**src/rtl/pgx_pkg.sv**
```systemverilog
package pgx_pkg;
  typedef enum logic [3:0] {
    CMD_STEP  = 4'd0,
    CMD_BR    = 4'd1,
    CMD_CALL  = 4'd2,
    CMD_RET   = 4'd3,
    CMD_INTR  = 4'd4,
    CMD_FBR   = 4'd5,
    CMD_FBACC = 4'd6,
    CMD_FCALL = 4'd7,
    CMD_FCALA = 4'd8,
    CMD_FRET  = 4'd9,
    CMD_FRETE = 4'd10,
    CMD_TRD   = 4'd11,
    CMD_TWR   = 4'd12
  } cmd_e;

  typedef enum logic [1:0] {
    ST_IDLE  = 2'd0,
    ST_CALL2 = 2'd1,
    ST_RET2  = 2'd2
  } flow_st_e;
endpackage

```
**src/rtl/pgx_acc_sel.sv**
```systemverilog
module pgx_acc_sel #(
  parameter int ADDR_W = 20
) (
  input  logic              sel,
  input  logic [ADDR_W-1:0] acc_a,
  input  logic [ADDR_W-1:0] acc_b,
  output logic [ADDR_W-1:0] acc_addr
);
  assign acc_addr = sel ? acc_b : acc_a;
endmodule

```
**src/rtl/pgx_page_reg.sv**
```systemverilog
module pgx_page_reg #(
  parameter int          PAGE_W   = 4,
  parameter int          DATA_W   = 16,
  parameter int          MADDR_W  = 16,
  parameter logic [15:0] MMR_ADDR = 16'h001E
) (
  input  logic               clk,
  input  logic               rst_n,
  input  logic [MADDR_W-1:0] mmr_addr,
  input  logic               mmr_we,
  input  logic [DATA_W-1:0]  mmr_wdata,
  output logic [DATA_W-1:0]  mmr_rdata,
  input  logic               far_ld,
  input  logic [PAGE_W-1:0]  far_page,
  output logic [PAGE_W-1:0]  page_q
);
  localparam logic [MADDR_W-1:0] HIT_ADDR = MADDR_W'(MMR_ADDR);

  logic hit;
  assign hit = (mmr_addr == HIT_ADDR);

  // far load has priority over a same-cycle data write
  always_ff @(posedge clk) begin
    if (!rst_n)
      page_q <= '0;
    else if (far_ld)
      page_q <= far_page;
    else if (mmr_we && hit)
      page_q <= PAGE_W'(mmr_wdata);
  end

  assign mmr_rdata = hit ? DATA_W'(page_q) : '0;
endmodule

```
**src/rtl/pgx_flow.sv**
```systemverilog
module pgx_flow
  import pgx_pkg::*;
#(
  parameter int PAGE_W = 4,
  parameter int PC_W   = 16,
  parameter int KIND_W = 4
) (
  input  logic                     clk,
  input  logic                     rst_n,
  input  logic                     cmd_valid,
  output logic                     cmd_ready,
  input  logic [KIND_W-1:0]        cmd_kind,
  input  logic [PAGE_W+PC_W-1:0]   cmd_target,
  input  logic [PAGE_W+PC_W-1:0]   acc_addr,
  input  logic [PAGE_W-1:0]        page_q,
  output logic                     page_ld,
  output logic [PAGE_W-1:0]        page_nx,
  output logic [PC_W-1:0]          pc_q,
  output logic                     stk_push,
  output logic                     stk_pop,
  output logic [PC_W-1:0]          stk_wdata,
  input  logic [PC_W-1:0]          stk_rdata,
  output logic                     ie_set
);
  localparam int ADDR_W = PAGE_W + PC_W;

  flow_st_e          st_q, st_d;
  logic [PC_W-1:0]   pc_d, hold_pc_q, hold_pc_d, ret_pc;
  logic [ADDR_W-1:0] hold_tgt_q, hold_tgt_d, far_tgt;
  logic              hold_ie_q, hold_ie_d;
  logic              use_acc;

  assign cmd_ready = (st_q == ST_IDLE);
  assign ret_pc    = pc_q + PC_W'(1);
  assign use_acc   = (cmd_kind == CMD_FBACC) || (cmd_kind == CMD_FCALA);
  assign far_tgt   = use_acc ? acc_addr : cmd_target;
  assign ie_set    = (st_q == ST_RET2) && hold_ie_q;

  always_comb begin
    st_d       = st_q;
    pc_d       = pc_q;
    hold_pc_d  = hold_pc_q;
    hold_tgt_d = hold_tgt_q;
    hold_ie_d  = hold_ie_q;
    page_ld    = 1'b0;
    page_nx    = page_q;
    stk_push   = 1'b0;
    stk_pop    = 1'b0;
    stk_wdata  = '0;
    unique case (st_q)
      ST_IDLE: begin
        if (cmd_valid) begin
          case (cmd_kind)
            CMD_STEP: pc_d = ret_pc;
            CMD_BR:   pc_d = cmd_target[PC_W-1:0];
            CMD_CALL: begin
              stk_push  = 1'b1;
              stk_wdata = ret_pc;
              pc_d      = cmd_target[PC_W-1:0];
            end
            CMD_RET: begin
              stk_pop = 1'b1;
              pc_d    = stk_rdata;
            end
            CMD_INTR: begin
              stk_push  = 1'b1;
              stk_wdata = pc_q;
              pc_d      = cmd_target[PC_W-1:0];
            end
            CMD_FBR, CMD_FBACC: begin
              page_ld = 1'b1;
              page_nx = far_tgt[ADDR_W-1:PC_W];
              pc_d    = far_tgt[PC_W-1:0];
            end
            CMD_FCALL, CMD_FCALA: begin
              stk_push   = 1'b1;
              stk_wdata  = PC_W'(page_q);
              hold_pc_d  = ret_pc;
              hold_tgt_d = far_tgt;
              st_d       = ST_CALL2;
            end
            CMD_FRET, CMD_FRETE: begin
              stk_pop   = 1'b1;
              hold_pc_d = stk_rdata;
              hold_ie_d = (cmd_kind == CMD_FRETE);
              st_d      = ST_RET2;
            end
            default: ;
          endcase
        end
      end
      ST_CALL2: begin
        stk_push  = 1'b1;
        stk_wdata = hold_pc_q;
        page_ld   = 1'b1;
        page_nx   = hold_tgt_q[ADDR_W-1:PC_W];
        pc_d      = hold_tgt_q[PC_W-1:0];
        st_d      = ST_IDLE;
      end
      ST_RET2: begin
        stk_pop = 1'b1;
        page_ld = 1'b1;
        page_nx = PAGE_W'(stk_rdata);
        pc_d    = hold_pc_q;
        st_d    = ST_IDLE;
      end
      default: st_d = ST_IDLE;
    endcase
  end

  always_ff @(posedge clk) begin
    if (!rst_n) begin
      st_q       <= ST_IDLE;
      pc_q       <= '0;
      hold_pc_q  <= '0;
      hold_tgt_q <= '0;
      hold_ie_q  <= 1'b0;
    end else begin
      st_q       <= st_d;
      pc_q       <= pc_d;
      hold_pc_q  <= hold_pc_d;
      hold_tgt_q <= hold_tgt_d;
      hold_ie_q  <= hold_ie_d;
    end
  end
endmodule

```
**src/rtl/pgx_tbl_port.sv**
```systemverilog
module pgx_tbl_port #(
  parameter int ADDR_W = 20
) (
  input  logic              clk,
  input  logic              rst_n,
  input  logic              go_rd,
  input  logic              go_wr,
  input  logic [ADDR_W-1:0] acc_addr,
  output logic [ADDR_W-1:0] tbl_addr,
  output logic              tbl_rd,
  output logic              tbl_wr
);
  always_ff @(posedge clk) begin
    if (!rst_n) begin
      tbl_addr <= '0;
      tbl_rd   <= 1'b0;
      tbl_wr   <= 1'b0;
    end else begin
      tbl_rd <= go_rd;
      tbl_wr <= go_wr;
      if (go_rd || go_wr)
        tbl_addr <= acc_addr;
    end
  end
endmodule

```
**src/rtl/pgx_extender.sv**
```systemverilog
module pgx_extender
  import pgx_pkg::*;
#(
  parameter int          PAGE_W   = 4,
  parameter int          PC_W     = 16,
  parameter int          DATA_W   = 16,
  parameter int          MADDR_W  = 16,
  parameter logic [15:0] MMR_ADDR = 16'h001E,
  localparam int         ADDR_W   = PAGE_W + PC_W,
  localparam int         KIND_W   = 4
) (
  input  logic               clk,
  input  logic               rst_n,
  input  logic               cmd_valid,
  output logic               cmd_ready,
  input  logic [KIND_W-1:0]  cmd_kind,
  input  logic [ADDR_W-1:0]  cmd_target,
  input  logic               cmd_acc_sel,
  input  logic [ADDR_W-1:0]  acc_a,
  input  logic [ADDR_W-1:0]  acc_b,
  input  logic [MADDR_W-1:0] mmr_addr,
  input  logic               mmr_we,
  input  logic [DATA_W-1:0]  mmr_wdata,
  output logic [DATA_W-1:0]  mmr_rdata,
  output logic               stk_push,
  output logic               stk_pop,
  output logic [PC_W-1:0]    stk_wdata,
  input  logic [PC_W-1:0]    stk_rdata,
  output logic               ie_set,
  output logic [ADDR_W-1:0]  fetch_addr,
  output logic [ADDR_W-1:0]  tbl_addr,
  output logic               tbl_rd,
  output logic               tbl_wr
);
  logic [ADDR_W-1:0] acc_addr;
  logic [PAGE_W-1:0] page_q, page_nx;
  logic [PC_W-1:0]   pc_q;
  logic              page_ld, take;

  assign take = cmd_valid && cmd_ready;

  pgx_acc_sel #(.ADDR_W(ADDR_W)) u_acc (
    .sel      (cmd_acc_sel),
    .acc_a    (acc_a),
    .acc_b    (acc_b),
    .acc_addr (acc_addr)
  );

  pgx_page_reg #(
    .PAGE_W(PAGE_W), .DATA_W(DATA_W), .MADDR_W(MADDR_W), .MMR_ADDR(MMR_ADDR)
  ) u_page (
    .clk       (clk),
    .rst_n     (rst_n),
    .mmr_addr  (mmr_addr),
    .mmr_we    (mmr_we),
    .mmr_wdata (mmr_wdata),
    .mmr_rdata (mmr_rdata),
    .far_ld    (page_ld),
    .far_page  (page_nx),
    .page_q    (page_q)
  );

  pgx_flow #(.PAGE_W(PAGE_W), .PC_W(PC_W), .KIND_W(KIND_W)) u_flow (
    .clk        (clk),
    .rst_n      (rst_n),
    .cmd_valid  (cmd_valid),
    .cmd_ready  (cmd_ready),
    .cmd_kind   (cmd_kind),
    .cmd_target (cmd_target),
    .acc_addr   (acc_addr),
    .page_q     (page_q),
    .page_ld    (page_ld),
    .page_nx    (page_nx),
    .pc_q       (pc_q),
    .stk_push   (stk_push),
    .stk_pop    (stk_pop),
    .stk_wdata  (stk_wdata),
    .stk_rdata  (stk_rdata),
    .ie_set     (ie_set)
  );

  pgx_tbl_port #(.ADDR_W(ADDR_W)) u_tbl (
    .clk      (clk),
    .rst_n    (rst_n),
    .go_rd    (take && (cmd_kind == CMD_TRD)),
    .go_wr    (take && (cmd_kind == CMD_TWR)),
    .acc_addr (acc_addr),
    .tbl_addr (tbl_addr),
    .tbl_rd   (tbl_rd),
    .tbl_wr   (tbl_wr)
  );

  assign fetch_addr = {page_q, pc_q};
endmodule

```
**config.mk**
```make
export PLATFORM = sky130hd
export DESIGN_NAME = pgx_extender
export DESIGN_NICKNAME = d
export VERILOG_FILES = /design/src/rtl/pgx_pkg.sv /design/src/rtl/pgx_acc_sel.sv /design/src/rtl/pgx_page_reg.sv /design/src/rtl/pgx_flow.sv /design/src/rtl/pgx_tbl_port.sv /design/src/rtl/pgx_extender.sv
export SDC_FILE = /design/constraint.sdc
export NUM_CORES = 1
export LEC_CHECK = 0
export BUFFER_PORTS_ARGS = -buffer_cell sky130_fd_sc_hd__buf_2
export CELL_PAD_IN_SITES_DETAIL_PLACEMENT = 0
export CELL_PAD_IN_SITES_GLOBAL_PLACEMENT = 1
export CORE_MARGIN = 2
export CORE_UTILIZATION = 30
export CTS_CLUSTER_DIAMETER = 200
export CTS_CLUSTER_SIZE = 24
export DETAILED_ROUTE_END_ITERATION = 8
export MAX_ROUTING_LAYER = met4
export PLACE_DENSITY = 0.64
export SETUP_SLACK_MARGIN = 0.2
export SYNTH_ARGS = -nofsm -noshare
export SYNTH_HDL_FRONTEND = slang
export SYNTH_HIERARCHICAL = 1
export SYNTH_SLANG_ARGS = --single-unit
```
**constraint.sdc**
```tcl
create_clock -name clk -period 5.79 [get_ports clk]
set_input_delay 0.579 -clock clk [delete_from_list [all_inputs] [get_ports clk]]
set_output_delay 0.579 -clock clk [all_outputs]
set_load 0.01 [all_outputs]
```
Yosys cells after proc, flatten, opt, wreduce, memory -nomap -nowiden
Cells that the tools add are included.
{"block": "totals", "regBits": 81, "in_bits": 117, "output_inout_bits": 78, "word_cells": 81}
{"block": "classes", "addsub": 1, "n_eq_ne": 20, "n_mux": 25, "reduce_logical": 26}
{"operator": "16-bit one-hot mux with 3 select lines", "count": 2}
{"operator": "16-bit one-hot mux with 2 select lines", "count": 2}
{"operator": "16-bit one-hot mux with 4 select lines", "count": 1}
{"operator": "20-bit two-way mux", "count": 2}
{"operator": "16-bit two-way mux", "count": 2}
{"operator": "4-bit equality test (second input constant)", "count": 5}
{"operator": "4-bit two-way mux", "count": 5}
{"operator": "16-bit by 1-bit adder with 16-bit output (second input constant)", "count": 1}
{"operator": "16-bit by 5-bit equality test with 1-bit output (second input constant)", "count": 1}
{"operator": "4-bit by 3-bit equality test with 1-bit output (second input constant)", "count": 4}
{"operator": "4-bit one-hot mux with 3 select lines", "count": 1}
{"operator": "3-bit AND reduction", "count": 4}
{"operator": "4-bit by 2-bit equality test with 1-bit output (second input constant)", "count": 2}
{"operator": "2-bit OR reduction", "count": 4}
{"operator": "1-bit two-way mux", "count": 6}
{"operator": "1-bit one-hot mux with 2 select lines", "count": 3}
{"operator": "3-bit OR reduction", "count": 2}
{"operator": "1-bit logical AND", "count": 5}
{"operator": "5-bit by 2-bit != test with 1-bit output (second input constant)", "count": 1}
{"operator": "4-bit by 1-bit equality test with 1-bit output (second input constant)", "count": 1}
{"operator": "4-bit zero test", "count": 1}
{"operator": "4-bit by 2-bit != test with 1-bit output (second input constant)", "count": 1}
{"operator": "2-bit one-hot mux with 2 select lines", "count": 1}
{"operator": "2-bit AND reduction", "count": 2}
{"operator": "other kinds (11)", "count": 13}

Longest topological paths before layout
{"block": "logic_depth", "depth_word": 7, "ltp_mapped": 10, "mapped_depth_nobuf": 8}

Cells and area by module
Netlist, hierarchy kept.
{"mod": "pgx_flow", "instances": 1, "cells_each": 569, "area_each_um2": 4289.1, "seq_area_each_um2": 1101.1}
{"mod": "pgx_tbl_port", "instances": 1, "cells_each": 96, "area_each_um2": 885.8, "seq_area_each_um2": 440.4}
{"mod": "pgx_page_reg", "instances": 1, "cells_each": 42, "area_each_um2": 372.9, "seq_area_each_um2": 80.1}
{"mod": "pgx_acc_sel", "instances": 1, "cells_each": 22, "area_each_um2": 322.8, "seq_area_each_um2": 0.0}
{"mod": "pgx_extender", "instances": 1, "cells_each": 4, "area_each_um2": 33.8, "seq_area_each_um2": 0.0}

Worst setup path after synthesis
No wires, ideal clock.
{"block": "synth_path", "kind": "input-to-output", "startpoint": "input cmd_kind[1]", "endpoint": "output stk_wdata[15]", "arrival_time_ns": 1.936, "required_time_ns": 5.211, "path_slack_ns": 3.275, "stages": 7, "n_path_buf": 3, "cell_sequence": "buf_2 -> buf_2 -> buf_2 -> nand3_1 -> nor2_1 -> nand2_1 -> o311ai_1"}
{"block": "synth_via", "elab_chain_len": 5, "elab_cells_between_ends": 8, "classes_between": "eq/ne: 4; mux: 3; reduce/logical: 1"}
{"element": "start, declared", "line_no": "pgx_extender.sv:16", "text": "input logic [KIND_W-1:0] cmd_kind,"}
{"element": "4-bit by 3-bit equality test with 1-bit output / 4-bit equality test (equally long branches)", "line_no": "pgx_flow.sv:53", "text": "case (cmd_kind)"}
{"element": "2-bit OR reduction", "line_no": "pgx_flow.sv:53"}
{"element": "16-bit one-hot mux with 3 select lines *", "line_no": "pgx_flow.sv:53"}
{"element": "16-bit two-way mux *", "line_no": "pgx_flow.sv:52", "text": "if (cmd_valid) begin"}
{"element": "16-bit one-hot mux with 2 select lines *", "line_no": "pgx_flow.sv:50", "text": "unique case (st_q)"}
{"element": "end, declared", "line_no": "pgx_extender.sv:27", "text": "output logic [PC_W-1:0] stk_wdata,"}
Mark *: on every way between the ends. The rest lies on a longest branch, timed or not.

Worst setup path after layout
{"block": "layout_path", "startpoint": "input cmd_kind[2]", "endpoint": "register u_page.page_q[2]"}
{"block": "layout_via", "elab_chain_len": 7, "elab_cells_between_ends": 18, "classes_between": "eq/ne: 6; mux: 8; reduce/logical: 4"}
{"element": "4-bit by 3-bit equality test with 1-bit output / 4-bit equality test (equally long branches)", "line_no": "pgx_flow.sv:35", "text": "assign use_acc = (cmd_kind == CMD_FBACC) || (cmd_kind == CMD_FCALA);"}
{"element": "1-bit logical OR *", "line_no": "pgx_flow.sv:35"}
{"element": "20-bit two-way mux *", "line_no": "pgx_flow.sv:36", "text": "assign far_tgt = use_acc ? acc_addr : cmd_target;"}
{"element": "4-bit two-way mux *", "line_no": "pgx_flow.sv:53"}
{"element": "4-bit two-way mux *", "line_no": "pgx_flow.sv:52"}
{"element": "4-bit one-hot mux with 3 select lines *", "line_no": "pgx_flow.sv:50"}
{"element": "named net page_nx[2]", "line_no": "pgx_extender.sv:36", "text": "logic [PAGE_W-1:0] page_q, page_nx;"}
{"element": "4-bit two-way mux *", "line_no": "pgx_page_reg.sv:26", "text": "else if (far_ld)"}
{"element": "end signal, assigned", "line_no": "pgx_page_reg.sv:27", "text": "page_q <= far_page;"}
{"element": "end signal, assigned", "line_no": "pgx_page_reg.sv:29", "text": "page_q <= PAGE_W'(mmr_wdata);"}
{"element": "end, declared", "line_no": "pgx_page_reg.sv:15", "text": "output logic [PAGE_W-1:0] page_q"}
The timed path passes the listed nets; every way through them passes the cells marked *. The select of a mux whose other input is x is not followed.
A chain may end at the register's enable or synchronous reset.

==> results.md <==
* GR Overflow Total at 0
* Total of max-cap violations at 0
* EDFF count, synth at 0
* Reg clk slew, reported paths at 60 ps
* Status: finished clean
* WL final at 23.05 mm
* Clock sinks at ~80
* Kind of critical path: in -> reg
* Largest net degree at the start of global routing at 42
* Clk_skew at about 4.5 ps
* TritonCTS clock tree: built
* Crit share post-route at between 60% and 70%
* Post CTS Setup Buffer Count at 0
* Setup tns final at 0 ps
* Leak at 2.841 nW
* Type of the tightest min-delay check: reg -> reg
* Layout fillers at 2,141
* DIE HEIGHT at 144.3 um
* Power per cell area at between 200 and 250 nW/um^2
* CP cell instances: buf_2 -> nand2b_1 -> mux2_2 -> nor2_2 -> mux2i_1 -> o221ai_1 -> mux2i_1 -> a211oi_1
* Fin nets at 975
* Gpl congestion at 0.8513
* Clock Latency Late Sink at 340 ps
* Min Tclk post-route at approximately 3700 ps
* Bufs on Longest Clock Path at 2
* Final non-filler cell total at between 1,000 and 1,500
* Maximum vdd drop at 0.0001454 V
* Core Footprint at 19,400 um^2
* Via/cell ratio at 5.468
* H-Tree Depth at 3
* Ys async rst share at 0%
* CP dominant cell by count: mux2i_1
* Relative slew slack at around 23%
* Slew at the pin with the worst max-slew slack at about 1200 ps
* Number of vias in the routed layout at 6,130
* Yosys top cell area share at 27.46%
* Top cells by area, synth: dfxtp_1 27%, mux2_4 5.3%, nand2_1 5.1%
* Min-delay src: u_tbl/tbl_addr[18]
* Antenna violations before repair at 2
* RSZ-0062 raised after global routing: no
* # IOs at 195
* Syn-to-layout area delta at 18.80%
* Wirelength per Cell at approximately 21 um
* First-pass iteration count of the detailed router at 6
* CP Launch Type: input pin
* Final Max Slew Viols at 0
* Syn Inst Count at around 730
* GR Util All Layers at 22.46%
* Hold Buf Count CTS at 0
* Crit. Startpoint: cmd_kind[2]
* CP max stage delay at 870 ps
* CP endpoint kind: flip-flop
* Initial core utilization at between 30% and 40%
* Yosys warns at 6
* Die W at 144.3 um
* Vias in the first global route at 5,579
* Residual DRC count at 0
* FF-to-FF Start: u_flow/st_q[0]
* Worst path required time at 6050 ps
* CP max FO at 28
* Inserted Clock Buffers at 9
* Post-synth top flop: dfxtp_1
* Mapped Area at around 6000 um^2
* CP Data Arrival Time at 3940 ps
* First-pass GRT wire length at 34.48 mm
* Rows at 51
* Largest area contributor in the netlist: dfxtp_1
* Max stage delay cell, worst path: nor2_2
* Post-synthesis cell type count at 70
* Starting DRT DRC Count at a little over 500
* Yosys reg bits at 81
* Max Fclk at 271.7 MHz
* # port buffers at 170
* Seq/Total Area, Yosys at 27.46%
* Mapped Avg Cell Area at 8.055 um^2
* # setup viols final at 0
* # resized after CTS at 0
* Hold Violations, Final at 0
* Clk root buf: clkbuf_16
* Die area at 20,820 um^2
* DRT antenna net count at 0
* Share of layout cells above drive strength 1 at 28.22%
* Dpl cells at 1,106
* DP HPWL at 16.60 mm
## cell type report
type	count	area [um^2]	share of cell area [%]
Antenna cell	2	5.005	0.07135
Clock buffer	12	246.5	3.514
Clock inverter	1	5.005	0.07135
Inverter	16	60.06	0.8562
Multi-Input combinational cell	567	3841	54.76
Sequential cell	81	1622	23.12
Tap cell	265	331.6	4.727
Timing Repair Buffer	177	903.4	12.88
## through the flow
step | setup slack [ps] | utilization [%] | hold slack (ps) | area [um^2] | power, mW
after detailed placement | 1882 | 34.84 | 440.4 | 6758 | 1.008
after CTS | 2131 | 36.13 | 451.3 | 7009 | 1.531
after global routing | 1952 | 36.16 | 467.4 | 7014 | 1.588
final | 2110 | 36.16 | 450.7 | 7014 | 1.523
after floorplan | 3275 | - | 441.6 | 5946 | 0.8724
after global placement | 1863 | 34.84 | 437.4 | 6758 | 1.010
## routing by layer
| layer | wire length [um] | track usage, % | vias up | part of all wire, % |
|---|---|---|---|---|
| met3 | 1691 | 3.940 | 29 | 7.3 |
| met4 | 416 | 6.132 | 0 | 1.8 |
| li1 | - | - | 2963 | - |
| met2 | 10140 | 33.15 | 257 | 44 |
| met5 | 0 | - | - | 0 |
| met1 | 10800 | 31.57 | 2881 | 47 |
## logic make-up (layout without fill, tap and decap cells)
kind of cell,count (synthesis),count (layout),synth area share [%]
compound gates,265,265,31.87
simple gates,213,213,17.19
buf+inv,96,206,8.603
flops,81,81,27.46
mux,52,52,10.66
xor+xnor,16,16,2.373
fa+ha+maj,9,9,1.780
other cells,1,14,0.06351
## cells in the final DEF (no fill, tap or decap), drive strengths merged, types with 11 or more instances in the layout
master,instances
nand2,81
mux2i,28
inv,16
conb,12
o221ai,12
dfxtp,81
o21ai,57
nand3,20
a22oi,31
a211oi,35
a21oi,32
clkbuf,12
nor3,11
mux2,24
nor2,59
o211ai,32
buf,177
## registers in the layout (all words and copies together) (netlist names)
register and count:
u_flow/pc_q 16, u_flow/hold_tgt_q 20, u_flow/hold_pc_q 16, u_tbl/tbl_rd 1, u_flow/hold_ie_q 1, u_flow/st_q 2, u_page/page_q 4, u_tbl/tbl_wr 1
u_tbl/tbl_addr 20
## worst max-delay path: cells and delay by family
kind	cells	cell delay [ps]
AO/OA/AOI/OAI	2	520
buffers and inverters	1	470
multiplexers	3	850
AND/OR/NAND/NOR	2	1480
## path summary, 6_finish.rpt
path	end	slack (ps)	cells after the start
worst max-delay path	u_page/page_q[2]	2110	8
worst min-delay path	u_tbl/tbl_addr[18]	450	2
worst max register to register	u_page/page_q[3]	2620	7
worst min register to register	u_tbl/tbl_addr[18]	450	2
## where the power goes
part	internal [mW]	switching, mW
combinational	0.145	0.231
clock	0.295	0.226
sequential	0.588	0.0370
total	1.03	0.495
## synthesized netlist by cell type (12+ instances only)
cell and count:
o221ai_1 12, a22oi_1 31, mux2i_1 28, a21oi_1 32, mux2_4 21, o21ai_0 37
inv_1 15, o211ai_1 32, buf_4 16, dfxtp_1 81, a211oi_1 34, nor2_1 58
nand3_1 19, buf_2 21, clkbuf_1 31, nand2_1 81
Note: power is estimated with default switching activity, not from simulation.
